File: config.mk
export PLATFORM = sky130hd
export DESIGN_NAME = dram_row_decoder
export DESIGN_NICKNAME = d
export VERILOG_FILES = /design/src/rtl/drd_pkg.sv /design/src/rtl/drd_bound_regs.sv /design/src/rtl/drd_row_match.sv /design/src/rtl/dram_row_decoder.sv
export SDC_FILE = /design/constraint.sdc
export NUM_CORES = 1
export LEC_CHECK = 0
export BUFFER_PORTS_ARGS = -buffer_cell sky130_fd_sc_hd__buf_2
export CORE_MARGIN = 10
export CORE_UTILIZATION = 53
export DETAILED_ROUTE_END_ITERATION = 6
export PLACE_DENSITY = 0.78
export SLEW_MARGIN = 20
export SYNTH_ARGS = -nofsm -noshare
export SYNTH_HDL_FRONTEND = slang
export SYNTH_SLANG_ARGS = --single-unit
File: constraint.sdc
create_clock -name clk -period 3.7 [get_ports clk]
set_clock_uncertainty 0.05 [all_clocks]
set_input_delay 0.555 -clock clk [delete_from_list [all_inputs] [get_ports clk]]
set_output_delay 0.555 -clock clk [all_outputs]
set_load 0.01 [all_outputs]
File: src/rtl/drd_pkg.sv
package drd_pkg;
  localparam int CFG_AW = 8;
  localparam int CFG_DW = 8;

  typedef struct packed {
    logic              wr;
    logic [CFG_AW-1:0] addr;
    logic [CFG_DW-1:0] data;
  } cfg_cmd_t;
endpackage

File: src/rtl/drd_bound_regs.sv
module drd_bound_regs
  import drd_pkg::*;
#(
  parameter int ROWS     = 8,
  parameter int BND_W    = 8,
  parameter int CFG_BASE = 8'h60,
  parameter int RST_VAL  = 1
) (
  input  logic                  clk,
  input  logic                  rst,
  input  cfg_cmd_t              cmd,
  output logic [CFG_DW-1:0]     rdata,
  output logic [ROWS*BND_W-1:0] bounds
);
  localparam int IDX_W = (ROWS > 1) ? $clog2(ROWS) : 1;

  logic [CFG_AW-1:0] rel;
  logic              in_rng;
  logic [IDX_W-1:0]  idx;

  assign rel    = cmd.addr - CFG_AW'(CFG_BASE);
  assign in_rng = (rel < CFG_AW'(ROWS));
  assign idx    = rel[IDX_W-1:0];

  for (genvar g = 0; g < ROWS; g++) begin : g_reg
    logic [BND_W-1:0] val;
    always_ff @(posedge clk) begin
      if (rst)
        val <= BND_W'(RST_VAL);
      else if (cmd.wr && in_rng && (idx == IDX_W'(g)))
        val <= cmd.data[BND_W-1:0];
    end
    assign bounds[g*BND_W +: BND_W] = val;
  end

  always_ff @(posedge clk) begin
    if (rst)
      rdata <= '0;
    else if (in_rng)
      rdata <= CFG_DW'(bounds[idx*BND_W +: BND_W]);
    else
      rdata <= '0;
  end
endmodule

File: src/rtl/drd_row_match.sv
module drd_row_match #(
  parameter int ROWS  = 8,
  parameter int BND_W = 8,
  parameter int FLD_W = 9,
  localparam int ROW_W = (ROWS > 1) ? $clog2(ROWS) : 1
) (
  input  logic [FLD_W-1:0]      field,
  input  logic [ROWS*BND_W-1:0] bounds,
  output logic                  hit,
  output logic [ROW_W-1:0]      row,
  output logic [ROWS-1:0]       cs
);
  logic [ROWS-1:0] below;

  for (genvar g = 0; g < ROWS; g++) begin : g_cmp
    assign below[g] = field < FLD_W'(bounds[g*BND_W +: BND_W]);
  end

  always_comb begin
    row = '0;
    cs  = '0;
    hit = |below;
    for (int i = ROWS - 1; i >= 0; i--) begin
      if (below[i]) begin
        row = ROW_W'(i);
        cs  = ROWS'(1) << i;
      end
    end
  end
endmodule

File: src/rtl/dram_row_decoder.sv
module dram_row_decoder
  import drd_pkg::*;
#(
  parameter int ROWS       = 8,
  parameter int BND_W      = 8,
  parameter int ADDR_W     = 32,
  parameter int UNIT_SHIFT = 23,
  parameter int CFG_BASE   = 8'h60,
  parameter int RST_VAL    = 1,
  localparam int ROW_W     = (ROWS > 1) ? $clog2(ROWS) : 1,
  localparam int FLD_W     = ADDR_W - UNIT_SHIFT
) (
  input  logic              clk,
  input  logic              rst,
  input  logic              cfg_wr,
  input  logic [7:0]        cfg_addr,
  input  logic [7:0]        cfg_wdata,
  output logic [7:0]        cfg_rdata,
  input  logic              req_valid,
  input  logic [ADDR_W-1:0] req_addr,
  output logic              dec_valid,
  output logic [ROW_W-1:0]  dec_row,
  output logic [ROWS-1:0]   dec_cs,
  output logic              dec_miss,
  output logic [ADDR_W-1:0] top_of_mem
);
  cfg_cmd_t              cmd;
  logic [ROWS*BND_W-1:0] bounds;
  logic                  m_hit;
  logic [ROW_W-1:0]      m_row;
  logic [ROWS-1:0]       m_cs;
  logic                  unused_low_bits;

  assign cmd = '{wr: cfg_wr, addr: cfg_addr, data: cfg_wdata};
  assign unused_low_bits = ^req_addr[UNIT_SHIFT-1:0];

  drd_bound_regs #(
    .ROWS(ROWS), .BND_W(BND_W), .CFG_BASE(CFG_BASE), .RST_VAL(RST_VAL)
  ) regs_i (
    .clk(clk), .rst(rst), .cmd(cmd), .rdata(cfg_rdata), .bounds(bounds)
  );

  drd_row_match #(
    .ROWS(ROWS), .BND_W(BND_W), .FLD_W(FLD_W)
  ) match_i (
    .field(req_addr[ADDR_W-1:UNIT_SHIFT]), .bounds(bounds),
    .hit(m_hit), .row(m_row), .cs(m_cs)
  );

  assign top_of_mem = ADDR_W'(bounds[(ROWS-1)*BND_W +: BND_W]) << UNIT_SHIFT;

  always_ff @(posedge clk) begin
    if (rst) begin
      dec_valid <= 1'b0;
      dec_row   <= '0;
      dec_cs    <= '0;
      dec_miss  <= 1'b0;
    end else begin
      dec_valid <= req_valid;
      dec_row   <= (req_valid && m_hit) ? m_row : '0;
      dec_cs    <= (req_valid && m_hit) ? m_cs : '0;
      dec_miss  <= req_valid && !m_hit;
    end
  end
endmodule

# Word level (Yosys, flattened, before mapping)

Index checks and enable logic that the tools add are counted.

Latch bits: 0
Memories: 0
Bits in writable memories: 0
Bits in read-only memories: 0
Input bits: 52
Bits in registers: 85

Shifts and indexed selects: 1
Equal/unequal tests: 7
Multiply operators: 0
Div/mod/pow operators: 0
Reductions and logical operators: 23
Muxes and demuxes: 15
$lt $le $gt $ge: 9
Bitwise logic cells: 2
Add/sub/neg operators: 1

Operator list:

| operator                                                    | number |
|---|---|
| less-than comparator 9 x 8 -> 1 bit                         | 8 |
| variable part select 64 x 7 -> 8 bit                        | 1 |
| OR reduction 8 bit                                          | 2 |
| two-way mux 3 bit                                           | 5 |
| == test 3 bit (second input constant)                       | 4 |
| logical AND 1 bit                                           | 11 |
| OR reduction 9 bit                                          | 1 |
| less-than comparator 8 x 4 -> 1 bit (second input constant) | 1 |
| two-way mux 8 bit                                           | 1 |
| subtractor 8 x 7 -> 8 bit (second input constant)           | 1 |
| two-way mux 7 bit                                           | 1 |
| OR reduction 7 bit                                          | 1 |
| == test 3 x 2 -> 1 bit (second input constant)              | 2 |
| two-way mux 2 bit                                           | 3 |
| two-way mux 6 bit                                           | 1 |
| OR reduction 6 bit                                          | 1 |
| two-way mux 5 bit                                           | 1 |
| OR reduction 5 bit                                          | 1 |
| two-way mux 4 bit                                           | 1 |
| OR reduction 2 bit                                          | 2 |
| OR reduction 4 bit                                          | 1 |
| == test 3 x 1 -> 1 bit (second input constant)              | 1 |
| zero test 3 bit                                             | 1 |
| OR reduction 3 bit                                          | 1 |
| 3 further kinds                                             | 5 |

# Depth between registers and ports, before layout

Depth in word-level cells: 9
Gate-level depth with buffers: 8
Depth with buffers taken out: 8

# Modules after synthesis

A second synthesis with hierarchy kept.

Cell total of the unflattened synthesis: 590
Area, all modules: 5511.5 µm²

By module, submodules not included:

| module           | cells an instance | times used | area an instance (µm²) |
|---|---|---|---|
| drd_bound_regs   | 313               | 1          | 3344.5 |
| drd_row_match    | 223               | 1          | 1570.3 |
| dram_row_decoder | 54                | 1          | 596.8 |

# Least setup slack after synthesis

OpenSTA, ideal clock, no wires.

Path kind: input port to flip-flop
From: in cfg_addr[5]
To: reg regs_i.g_reg[7].val[0]
Arrival: 2242 ps
Data required time: 3530 ps
Setup slack: 1288 ps
Stages: 6
Path buffers: 0
Cells stage by stage: ha_1 -> nor4b_2 -> nand4_1 -> nor2_2 -> nor2b_1 -> a211o_1

Longest elaborated chain between the ends: 4

Ends and longest elaborated chain:

| element                             | line                   | RTL |
|---|---|---|
| from (decl)                         | dram_row_decoder.sv:16 | `input logic [7:0] cfg_addr,` |
| subtractor 8 x 7 -> 8 bit           | drd_bound_regs.sv:21   | `assign rel = cmd.addr - CFG_AW'(CFG_BASE);` |
| less-than comparator 8 x 4 -> 1 bit | drd_bound_regs.sv:22   | `assign in_rng = (rel < CFG_AW'(ROWS));` |
| logical AND 1 bit (2 in a row)      | drd_bound_regs.sv:30   | `else if (cmd.wr && in_rng && (idx == IDX_W'(g)))` |
| to (signal assigned)                | drd_bound_regs.sv:29   | `val <= BND_W'(RST_VAL);` |
| to (signal assigned)                | drd_bound_regs.sv:31   | `val <= cmd.data[BND_W-1:0];` |
| to (decl)                           | drd_bound_regs.sv:26   | `logic [BND_W-1:0] val;` |

No other way between the ends.
A chain may end at the register's enable or synchronous reset.

# Worst setup path after layout

Same ends and word-level chain as after synthesis.

==> impl_metrics.yaml <==
detailed_routing:
  ant_nets: 0
  drt_wl_total_um: 12600
  wl_met2_um: 6330
  wl_met3_um: 892
  wl_met1_um: 5040
  top_layer_used: "met4"
  wl_per_cell_um: 17.6
  drc_errors: 0
  via_per_inst: 5.47
  vias: 3907
  first_pass_iters: 5
  drtIter0Drc: 294
floorplan:
  row_count: 35
  dieArea_mm2: 0.0140
  fp.dieH_um: 118
  num_io_pins: 105
  die_width_um: 118
  core-area_mm2: 0.00933
  initial_core_util: 0.548
timing:
  worst_slew_pin_slew_ns: 0.735
  fin_crit_sh: 0.684
  setup_viol: 0
  grt_setup_unrepaired: "false"
  slew_violations: 0
  finalSetupTns_ns: 0
  min_period_ns: 2.53
  timing.final.ws_setup_ns: 1.17
  fmax_mhz: 395
  relSlewSlack: 0.510
  hold_violations: 0
placed_design:
  pre_cts_ws_ns: 0.809
  gp_congestion: 0.881
  place_hpwl_um: 9290
  port_buffers: 57
logic_synthesis:
  syn_area_mm2: 0.00511
  synth_cells: 542
  synth_cell_types: 45
  synth-seq-cells: 85
  yosysTopAreaCell: "dfxtp_1"
  avgSynthCellArea_um2: 9.43
  synth_enable_flop_cells: 0
  synth.area.top_cells: "dfxtp_1 33%, ha_1 14%, mux2i_1 13%"
  ys_async_sr_fraction: 0
  synth_common_cells: "85 x dfxtp_1, 75 x nor2_1, 64 x mux2i_1"
  ys_seq_area_frac: 0.333
  yosysWarningCount: 0
  yosysMostFrequentCell: "dfxtp_1"
  netlist.area_leader.share: 0.333
  synth-main-ff-cell: "dfxtp_1"
power:
  ir_worst_vdd_mv: 0.166
  leakage_uw: 0.00216
  powerDensity_mw_per_mm2: 316
  power.total_uw: 1740
worst_setup_path:
  ff2ff_path_depth: 7
  critPathMaxFanout: 9
  slowest_delay_ns: 0.69
  required_ns: 3.91
  end_kind: "flip-flop"
  cpMaxStageDelayCell: "nor2_2"
  worst-endpoint-arrival_ns: 2.74
  crit_path_cell_trace: "buf_2, ha_1, nor4b_2, nand4_1, nor2_2, nor2b_1, a211o_1"
  crit_type: "input pin to flip-flop"
  cp-start-kind: "input pin"
finish:
  syn_to_final_growth_pct: 7.66
  regArea_mm2: 0.00170
  final_layout_size_suffix_gt1_frac: 0.171
  nets: 689
  multi_input_area_mm2: 0.00295
  diodes: 0
  fill_cells: 784
clock_network:
  cts_hold_buffers: 0
  clock_sinks: 85
  clock-root-buffer: "clkbuf_8"
  cts_resized: 0
  clk_path_buf_depth: 2
  clk_pin_slew_ns: 0.08
  numCtsBuffers: 9
  post_cts_buffers: 0
  cts_tree: "built"
  clock_latency_ns: 0.36
  h-tree-depth: 3
grt:
  antenna_found_initial: 0
  grt_pass1_wl_um: 20400
  grt_pass1_vias: 3997
  track_usage: 0.180
  grt-ovfl-total: 0
  grt_start_max_net_pins: 40
run_status:
  status: "complete, no violations"
hold_path:
  hold_depth: 2
  hold_path.class: "input pin to flip-flop"
flow_run:
  drv_cap: 0
[cell type report]
| class | count | share of cell area |
|---|---|---|
| clock buffer | 12 | 0.0282 |
| sequential | 85 | 0.309 |
| multi-input combinational | 366 | 0.535 |
| timing repair buffer | 58 | 0.0532 |
| inverter | 60 | 0.0409 |
| clock inverter | 4 | 0.00409 |
| tap | 129 | 0.0293 |
[cells in the final DEF (no fill, tap or decap), drive strengths merged, types with 11 or more instances in the layout]
cell / n
inv: 60
nor2b: 14
clkbuf: 12
buf: 58
mux2i: 64
a21oi: 11
mux4: 16
nor2: 81
dfxtp: 85
ha: 57
conb: 24
[worst paths after layout]
check,from,endpoint,slack (ns)
setup / recovery,cfg_addr[5],regs_i.g_reg[7].val[0]$_SDFFE_PP1P_,1.17
hold / removal,req_valid,dec_cs[0]$_SDFF_PP0_,0.43
setup reg to reg,regs_i.g_reg[0].val[6]$_SDFFE_PP0P_,dec_cs[6]$_SDFF_PP0_,1.26
hold reg to reg,regs_i.g_reg[0].val[0]$_SDFFE_PP1P_,regs_i.g_reg[0].val[0]$_SDFFE_PP1P_,0.46
[report_power, final]
part	switching [µW]	total [µW]	leakage, µW	internal [µW]
Sequential	1.93	921	0.000686	919
Combinational	132	206	0.00138	73.8
Clock	337	615	0.0000921	278
Total	471	1740	0.00216	1270
[kinds of logic (layout without fill, tap and decap cells)]
kind of cell	after synthesis	after routing	share of synthesized area
compound gates	61	61	0.0825
xor+xnor	1	1	0.00171
fa+ha+maj	57	57	0.139
buf+inv	114	134	0.108
flops	85	85	0.333
mux	80	80	0.196
other cells	1	24	0.000733
simple gates	143	143	0.139
[worst max-delay path, delay by kind of cell]
kind / cells / cell delay (ns)
buffers and inverters: 1 / 0.10
and+or+nand+nor: 4 / 1.50
AOI/OAI and AO/OA: 1 / 0.28
adders and majority gates: 1 / 0.30
[metal layers]
metal,up-vias,track usage
met1,1874,0.208
met3,25,0.0443
li1,1881,-
met4,0,0.0672
met2,127,0.313
met5,-,0
[through the flow]
stage	hold WS (ns)	util	cells	instance area, µm²
CTS	0.426	0.590	714	5510
global placement	0.431	0.571	698	5330
finish	0.425	0.590	714	5510
floorplan	0.405	-	565	5200
detailed placement	0.437	0.571	698	5330
global route	0.427	0.590	714	5510
[flip-flops by register name, summed over array words and instances (netlist names)]
register	cells
dec_valid	1
dec_row	3
regs_i.g.val	64
dec_miss	1
regs_i.rdata	8
dec_cs	8
(Power assumes the default switching activity.)
